**src/rtl/gpio_port_pkg.sv**
```systemverilog
package gpio_port_pkg;

    localparam int PORT_W = 8;
    localparam int SEL_W  = $clog2(PORT_W);

    typedef logic [PORT_W-1:0] port_vec_t;

    // Which register a bus address selects
    typedef enum logic [1:0] {
        SEL_NONE,
        SEL_LATCH,
        SEL_INMODE,
        SEL_OUTMODE
    } reg_sel_e;

    typedef struct packed {
        port_vec_t latch;    // output data
        port_vec_t inmode;   // 1 = digital, 0 = analog
        port_vec_t outmode;  // 1 = push-pull, 0 = open-drain
    } port_regs_t;

    typedef struct packed {
        logic oe;
        logic val;
    } pad_drive_t;

    localparam port_vec_t LATCH_RST   = '1;
    localparam port_vec_t INMODE_RST  = '1;
    localparam port_vec_t OUTMODE_RST = '0;

    function automatic reg_sel_e decode_addr(
        input logic [7:0] addr,
        input logic [7:0] a_latch,
        input logic [7:0] a_inmode,
        input logic [7:0] a_outmode
    );
        if (addr == a_latch)        return SEL_LATCH;
        else if (addr == a_inmode)  return SEL_INMODE;
        else if (addr == a_outmode) return SEL_OUTMODE;
        else                        return SEL_NONE;
    endfunction

    // Drive decision for one pin
    function automatic pad_drive_t pin_drive(
        input logic latch_b,
        input logic digital_b,
        input logic push_pull_b
    );
        pad_drive_t d;
        d.oe  = digital_b & (push_pull_b | ~latch_b);
        d.val = d.oe & latch_b;
        return d;
    endfunction

endpackage

```
**src/rtl/gpio_in_sync.sv**
```systemverilog
module gpio_in_sync #(
    parameter int WIDTH  = 8,
    parameter int STAGES = 2
) (
    input  logic             clk,
    input  logic             rst,
    input  logic [WIDTH-1:0] d,
    output logic [WIDTH-1:0] q
);
    logic [WIDTH-1:0] stg [STAGES];

    always_ff @(posedge clk) begin
        if (rst) stg[0] <= '0;
        else     stg[0] <= d;
    end

    for (genvar s = 1; s < STAGES; s++) begin : g_stage
        always_ff @(posedge clk) begin
            if (rst) stg[s] <= '0;
            else     stg[s] <= stg[s-1];
        end
    end

    assign q = stg[STAGES-1];
endmodule

```
**src/rtl/gpio_regs.sv**
```systemverilog
module gpio_regs
    import gpio_port_pkg::*;
(
    input  logic                clk,
    input  logic                rst,
    input  reg_sel_e            sel,
    input  logic                wr_en,
    input  port_vec_t           wr_data,
    input  logic                bit_wr_en,
    input  logic [SEL_W-1:0]    bit_sel,
    input  logic                bit_val,
    output port_regs_t          regs
);
    logic byte_to_latch;
    assign byte_to_latch = wr_en && (sel == SEL_LATCH);

    always_ff @(posedge clk) begin
        if (rst) begin
            regs.latch   <= LATCH_RST;
            regs.inmode  <= INMODE_RST;
            regs.outmode <= OUTMODE_RST;
        end else begin
            if (wr_en) begin
                case (sel)
                    SEL_LATCH:   regs.latch   <= wr_data;
                    SEL_INMODE:  regs.inmode  <= wr_data;
                    SEL_OUTMODE: regs.outmode <= wr_data;
                    default:     ;
                endcase
            end
            // Bit write yields to a simultaneous byte write on the latch
            if (bit_wr_en && !byte_to_latch)
                regs.latch[bit_sel] <= bit_val;
        end
    end
endmodule

```
**src/rtl/gpio_pad_ctl.sv**
```systemverilog
module gpio_pad_ctl
    import gpio_port_pkg::*;
(
    input  port_regs_t regs,
    output port_vec_t  pad_oe,
    output port_vec_t  pad_out
);
    for (genvar p = 0; p < PORT_W; p++) begin : g_pin
        pad_drive_t drv;
        assign drv        = pin_drive(regs.latch[p], regs.inmode[p], regs.outmode[p]);
        assign pad_oe[p]  = drv.oe;
        assign pad_out[p] = drv.val;
    end
endmodule

```
**src/rtl/gpio_rd_mux.sv**
```systemverilog
module gpio_rd_mux
    import gpio_port_pkg::*;
(
    input  reg_sel_e   sel,
    input  logic       rmw,
    input  port_regs_t regs,
    input  port_vec_t  pins_sync,
    output port_vec_t  rd_data
);
    always_comb begin
        unique case (sel)
            SEL_LATCH:   rd_data = rmw ? regs.latch : (pins_sync & regs.inmode);
            SEL_INMODE:  rd_data = regs.inmode;
            SEL_OUTMODE: rd_data = regs.outmode;
            default:     rd_data = '0;
        endcase
    end
endmodule

```
**src/rtl/sfr_gpio_port.sv**
```systemverilog
module sfr_gpio_port
    import gpio_port_pkg::*;
#(
    parameter logic [7:0] LATCH_ADDR   = 8'h80,
    parameter logic [7:0] INMODE_ADDR  = 8'hF1,
    parameter logic [7:0] OUTMODE_ADDR = 8'hA4,
    parameter int         SYNC_STAGES  = 2
) (
    input  logic             clk,
    input  logic             rst,
    input  logic [7:0]       bus_addr,
    input  logic             wr_en,
    input  logic [PORT_W-1:0] wr_data,
    input  logic             bit_wr_en,
    input  logic [SEL_W-1:0] bit_sel,
    input  logic             bit_val,
    input  logic             rd_rmw,
    output logic [PORT_W-1:0] rd_data,
    input  logic [PORT_W-1:0] pin_in,
    output logic [PORT_W-1:0] pad_oe,
    output logic [PORT_W-1:0] pad_out
);
    reg_sel_e   sel;
    port_regs_t regs_q;
    port_vec_t  pins_sync;

    assign sel = decode_addr(bus_addr, LATCH_ADDR, INMODE_ADDR, OUTMODE_ADDR);

    gpio_regs u_regs (
        .clk       (clk),
        .rst       (rst),
        .sel       (sel),
        .wr_en     (wr_en),
        .wr_data   (wr_data),
        .bit_wr_en (bit_wr_en),
        .bit_sel   (bit_sel),
        .bit_val   (bit_val),
        .regs      (regs_q)
    );

    gpio_in_sync #(.WIDTH(PORT_W), .STAGES(SYNC_STAGES)) u_sync (
        .clk (clk),
        .rst (rst),
        .d   (pin_in),
        .q   (pins_sync)
    );

    gpio_pad_ctl u_pad (
        .regs    (regs_q),
        .pad_oe  (pad_oe),
        .pad_out (pad_out)
    );

    gpio_rd_mux u_rd (
        .sel       (sel),
        .rmw       (rd_rmw),
        .regs      (regs_q),
        .pins_sync (pins_sync),
        .rd_data   (rd_data)
    );
endmodule

```
**config.mk**
```make
export PLATFORM = sky130hd
export DESIGN_NAME = sfr_gpio_port
export DESIGN_NICKNAME = d
export VERILOG_FILES = /design/src/rtl/gpio_port_pkg.sv /design/src/rtl/gpio_in_sync.sv /design/src/rtl/gpio_regs.sv /design/src/rtl/gpio_pad_ctl.sv /design/src/rtl/gpio_rd_mux.sv /design/src/rtl/sfr_gpio_port.sv
export SDC_FILE = /design/constraint.sdc
export NUM_CORES = 1
export LEC_CHECK = 0
export BUFFER_PORTS_ARGS = -buffer_cell sky130_fd_sc_hd__buf_2
export CAP_MARGIN = 40
export CORE_UTILIZATION = 48
export CTS_BUF_LIST = sky130_fd_sc_hd__clkbuf_4 sky130_fd_sc_hd__clkbuf_8
export DETAILED_ROUTE_END_ITERATION = 7
export GPL_TIMING_DRIVEN = 0
export PLACE_DENSITY = 0.78
export SLEW_MARGIN = 20
export SYNTH_ARGS = -nofsm -noshare
export SYNTH_HDL_FRONTEND = slang
export SYNTH_SLANG_ARGS = --single-unit
```
**constraint.sdc**
```tcl
create_clock -name clk -period 1.2 [get_ports clk]
set_clock_uncertainty 0.05 [all_clocks]
set_input_delay 0.06 -clock clk [delete_from_list [all_inputs] [get_ports clk]]
set_output_delay 0.06 -clock clk [all_outputs]
set_load 0.02 [all_outputs]
```
==> impl_metrics.csv <==
group,metric,value,unit
critical_path,start_kind,"flip-flop",
min_path,min_to,"u_regs.regs[2]$_SDFFE_PP0P_",
global_route,antenna_found_initial,0,
routing,drt-pass1-iter-count,5,
sta,setup_violations,14,
synthesis,synth.area.top_cells,"dfxtp_1, mux2i_1, nand2_1",
floorplan,core,4030,um^2
critical_path,cp_cell_sequence,"nand2_1 > o21ai_1 > a221o_1 > buf_6",
critical_path,r2r-end,"u_regs.regs[21]$_SDFF_PP1_",
power_and_ir_drop,combPwrFrac,14.4,%
final_layout,multi_input_area,1220,um^2
floorplan,rows,23,
synthesis,yosysWarnings,0,
global_route,grt_max_degree,14,
critical_path,r2r_slack,0.27,ns
synthesis,synth_ff_type,"dfxtp_1",
run_status,violations,"negative setup slack",
clocking,clkSinkCount,40,
clocking,clk_pin_slew,0.08,ns
clocking,h-tree-depth,2,
sta,tns,-1.10,ns
critical_path,cpMaxStageDelayCell,"dfxtp_2",
final_layout,final_cells,374,
final_layout,antenna-diode-count,0,
sta,rsz0062_at_grt,"true",
placed_design,hpwl,3780,um
min_path,hp-class,"input pin to flip-flop",
clocking,cts-root-buf,"clkbuf_8",
sta,min_period,1.38,ns
critical_path,worst_setup_path_end_kind,"primary output",
routing,met1_length,2640,um
routing,ant_nets,0,
critical_path,cp.required,1.09,ns
synthesis,yosysSeqAreaShare,39.8,%
routing,drtIter0Drc,258,
synthesis,avgSynthCellArea,8.68,um^2
min_path,min_from,"wr_data[2]",
synthesis,synth_area_leader_cell,"dfxtp_1",
power_and_ir_drop,p_sw,0.712,mW
synthesis,synth-edff-count,0,
power_and_ir_drop,p_int,2.01,mW
placed_design,io_buffer_count,54,
placed_design,dp.cells,336,
routing,vias_per_cell,6.13,
synthesis,synthCells,232,
clocking,insertion_delay,0.30,ns
final_layout,drive_gt1_share,40.1,%
floorplan,ios,57,
synthesis,yosysUniqueCellTypes,30,
sta,drv_slew,0,
placed_design,gp_congestion,0.852,
global_route,grt_pass1_wl,9390,um
synthesis,syn_nets,265,
clocking,cts_buffer_depth,2,
critical_path,reg2reg_from,"u_regs.regs[21]$_SDFF_PP1_",
run_status,status,"complete, but fails checks",
global_route,grt_usage,28.7,%
critical_path,worst-r2r-cell-count,3,
power_and_ir_drop,powerDensity,886,nW/um^2
clocking,cts_made_buffers,5,
sta,finalHoldViolCount,0,
power_and_ir_drop,power_frac_seq,50.5,%
floorplan,die_h,66.8,um
floorplan,die_w,66.8,um
power_and_ir_drop,p_clk_share,35.1,%
power_and_ir_drop,peakVddDrop,887,uV
routing,wl,6870,um
critical_path,max_stage_delay,0.35,ns
final_layout,seq_area,821,um^2
final_layout,area_growth,52.4,%
routing,routed-wl-met2,3400,um
synthesis,ys_ff_latch,40,
power_and_ir_drop,cellLeakagePower,1.28,nW
critical_path,path_class,"flip-flop to primary output",
min_path,min_path_cells,3,
power_and_ir_drop,switching_share,26.2,%
final_layout,nNetsFinal,356,
global_route,grt-ovfl-total,0,
sta,fmax,722,MHz
synthesis,syn_area,2010,um^2
critical_path,crit_fanout,2,
sta,worst_hold_slack,0.00931,ns
routing,drc,0,
placed_design,place_ws,-0.382,ns
synthesis,yosys.area.top_type_share,39.8,%
routing,wl_met3,565,um
routing,wire_per_inst,18.4,um
flow_run,maxCapViolations,0,
sta,worst_slack,-0.184,ns
floorplan,dieArea,4460,um^2
synthesis,async_reset_ff_share,0,%
final_layout,fillers,257,
clocking,tritoncts,"built",
routing,dr.max_layer_used,"met4",
routing,num_vias,2294,
floorplan,initial_core_util,50.0,%
global_route,grt_pass1_vias,2012,
critical_path,arrival,1.27,ns
sta,tightest_slew,0.538,ns
sta,period_share,115,%
sta,max-slew-margin-rel,64.2,%
==> layout by cell type, fill, tap and decap left out, drive strengths merged, types with 3 or more instances in the layout <==
cell type,count
buf,82
dfxtp,40
nand2,30
nor2b,16
mux2i,16
and3,16
dlygate4sd3,14
o21ai,14
nand4,12
clkbuf,12
inv,11
a31oi,10
nor4,9
o211ai,8
a21boi,8
a221o,6
nand4b,3
nor4bb,3
nor4b,3
==> worst max-delay path by stage <==
stage	endpoint	cells past startpoint	start
2_1_floorplan	u_regs.regs[13]$_SDFFE_PP1P_	4	bus_addr[3]
3_3_place_gp	rd_data[7]	6	bus_addr[3]
3_5_place_dp	rd_data[7]	6	bus_addr[3]
4_1_cts	rd_data[5]	6	bus_addr[3]
5_1_grt	rd_data[4]	4	u_regs.regs[20]$_SDFF_PP1_
6_report	rd_data[4]	4	u_regs.regs[20]$_SDFF_PP1_
==> Yosys cell counts, drive strengths merged (6+ instances only) <==
library cell / number
a21boi: 8
a221o: 6
a31oi: 10
and3: 16
buf: 11
clkbuf: 7
dfxtp: 40
inv: 11
mux2i: 16
nand2: 30
nand4: 12
nor2b: 16
nor4: 9
o211ai: 8
o21ai: 14
==> critical path, delay by kind of cell (launching register included) <==
kind | cells | cell delay [ns]
AND/OR/NAND/NOR | 1 | 0.07
AO/OA/AOI/OAI | 2 | 0.40
flip-flops | 1 | 0.35
buffers and inverters | 1 | 0.14
==> area by class of cell <==
class                           count  share of cell area [%]
Clock buffer                        6                    2.69
Inverter                           11                    1.34
Tap cell                           50                    2.04
Sequential cell                    40                    26.7
Multi-Input combinational cell    163                    39.9
Buffer                             17                    3.67
Timing Repair Buffer               85                    23.2
Clock inverter                      2                   0.489
==> power groups by stage <==
stage / Combinational, mW / Clock (mW) / Sequential [mW]
after global routing: 0.418 / 1.00 / 1.38
after floorplan: 0.140 / 0 / 1.40
after global placement: 0.255 / 0 / 1.40
final: 0.391 / 0.957 / 1.37
after CTS: 0.335 / 0.959 / 1.37
after detailed placement: 0.261 / 0 / 1.40
==> registers in the layout, indices dropped and copies added, names as in the netlist <==
register and cells:
u_sync.stg 16, u_regs.regs 24
==> timing repair <==
item	4_1_cts	5_1_grt
resized for setup	58	65
buffers inserted	12	6
setup endpoints to repair	9	22
pin swaps	8	11
hold endpoints to repair	16	0
hold buffers	14	0
==> cell families after synthesis <==
| kind of cell | share of synthesized area, % |
|---|---|
| multiplexers | 7.95 |
| buffers and inverters | 6.27 |
| flip-flops | 39.8 |
| AND/OR/NAND/NOR | 29.6 |
| AO/OA/AOI/OAI | 16.4 |
==> metrics by stage <==
step / util [%] / instance area [um^2] / total power [mW]
after global routing: 76.2 / 3070 / 2.80
final: 76.2 / 3070 / 2.72
after floorplan: - / 2030 / 1.54
after CTS: 69.8 / 2810 / 2.66
after detailed placement: 58.6 / 2360 / 1.66
after global placement: 58.6 / 2360 / 1.66
==> layer usage <==
metal | track usage, % | vias up
met1 | 35.8 | 1083
met5 | 0 | -
met4 | 10.4 | 0
met2 | 47.7 | 143
met3 | 6.68 | 32
li1 | - | 1036
Power figures use the tool's default switching activity.
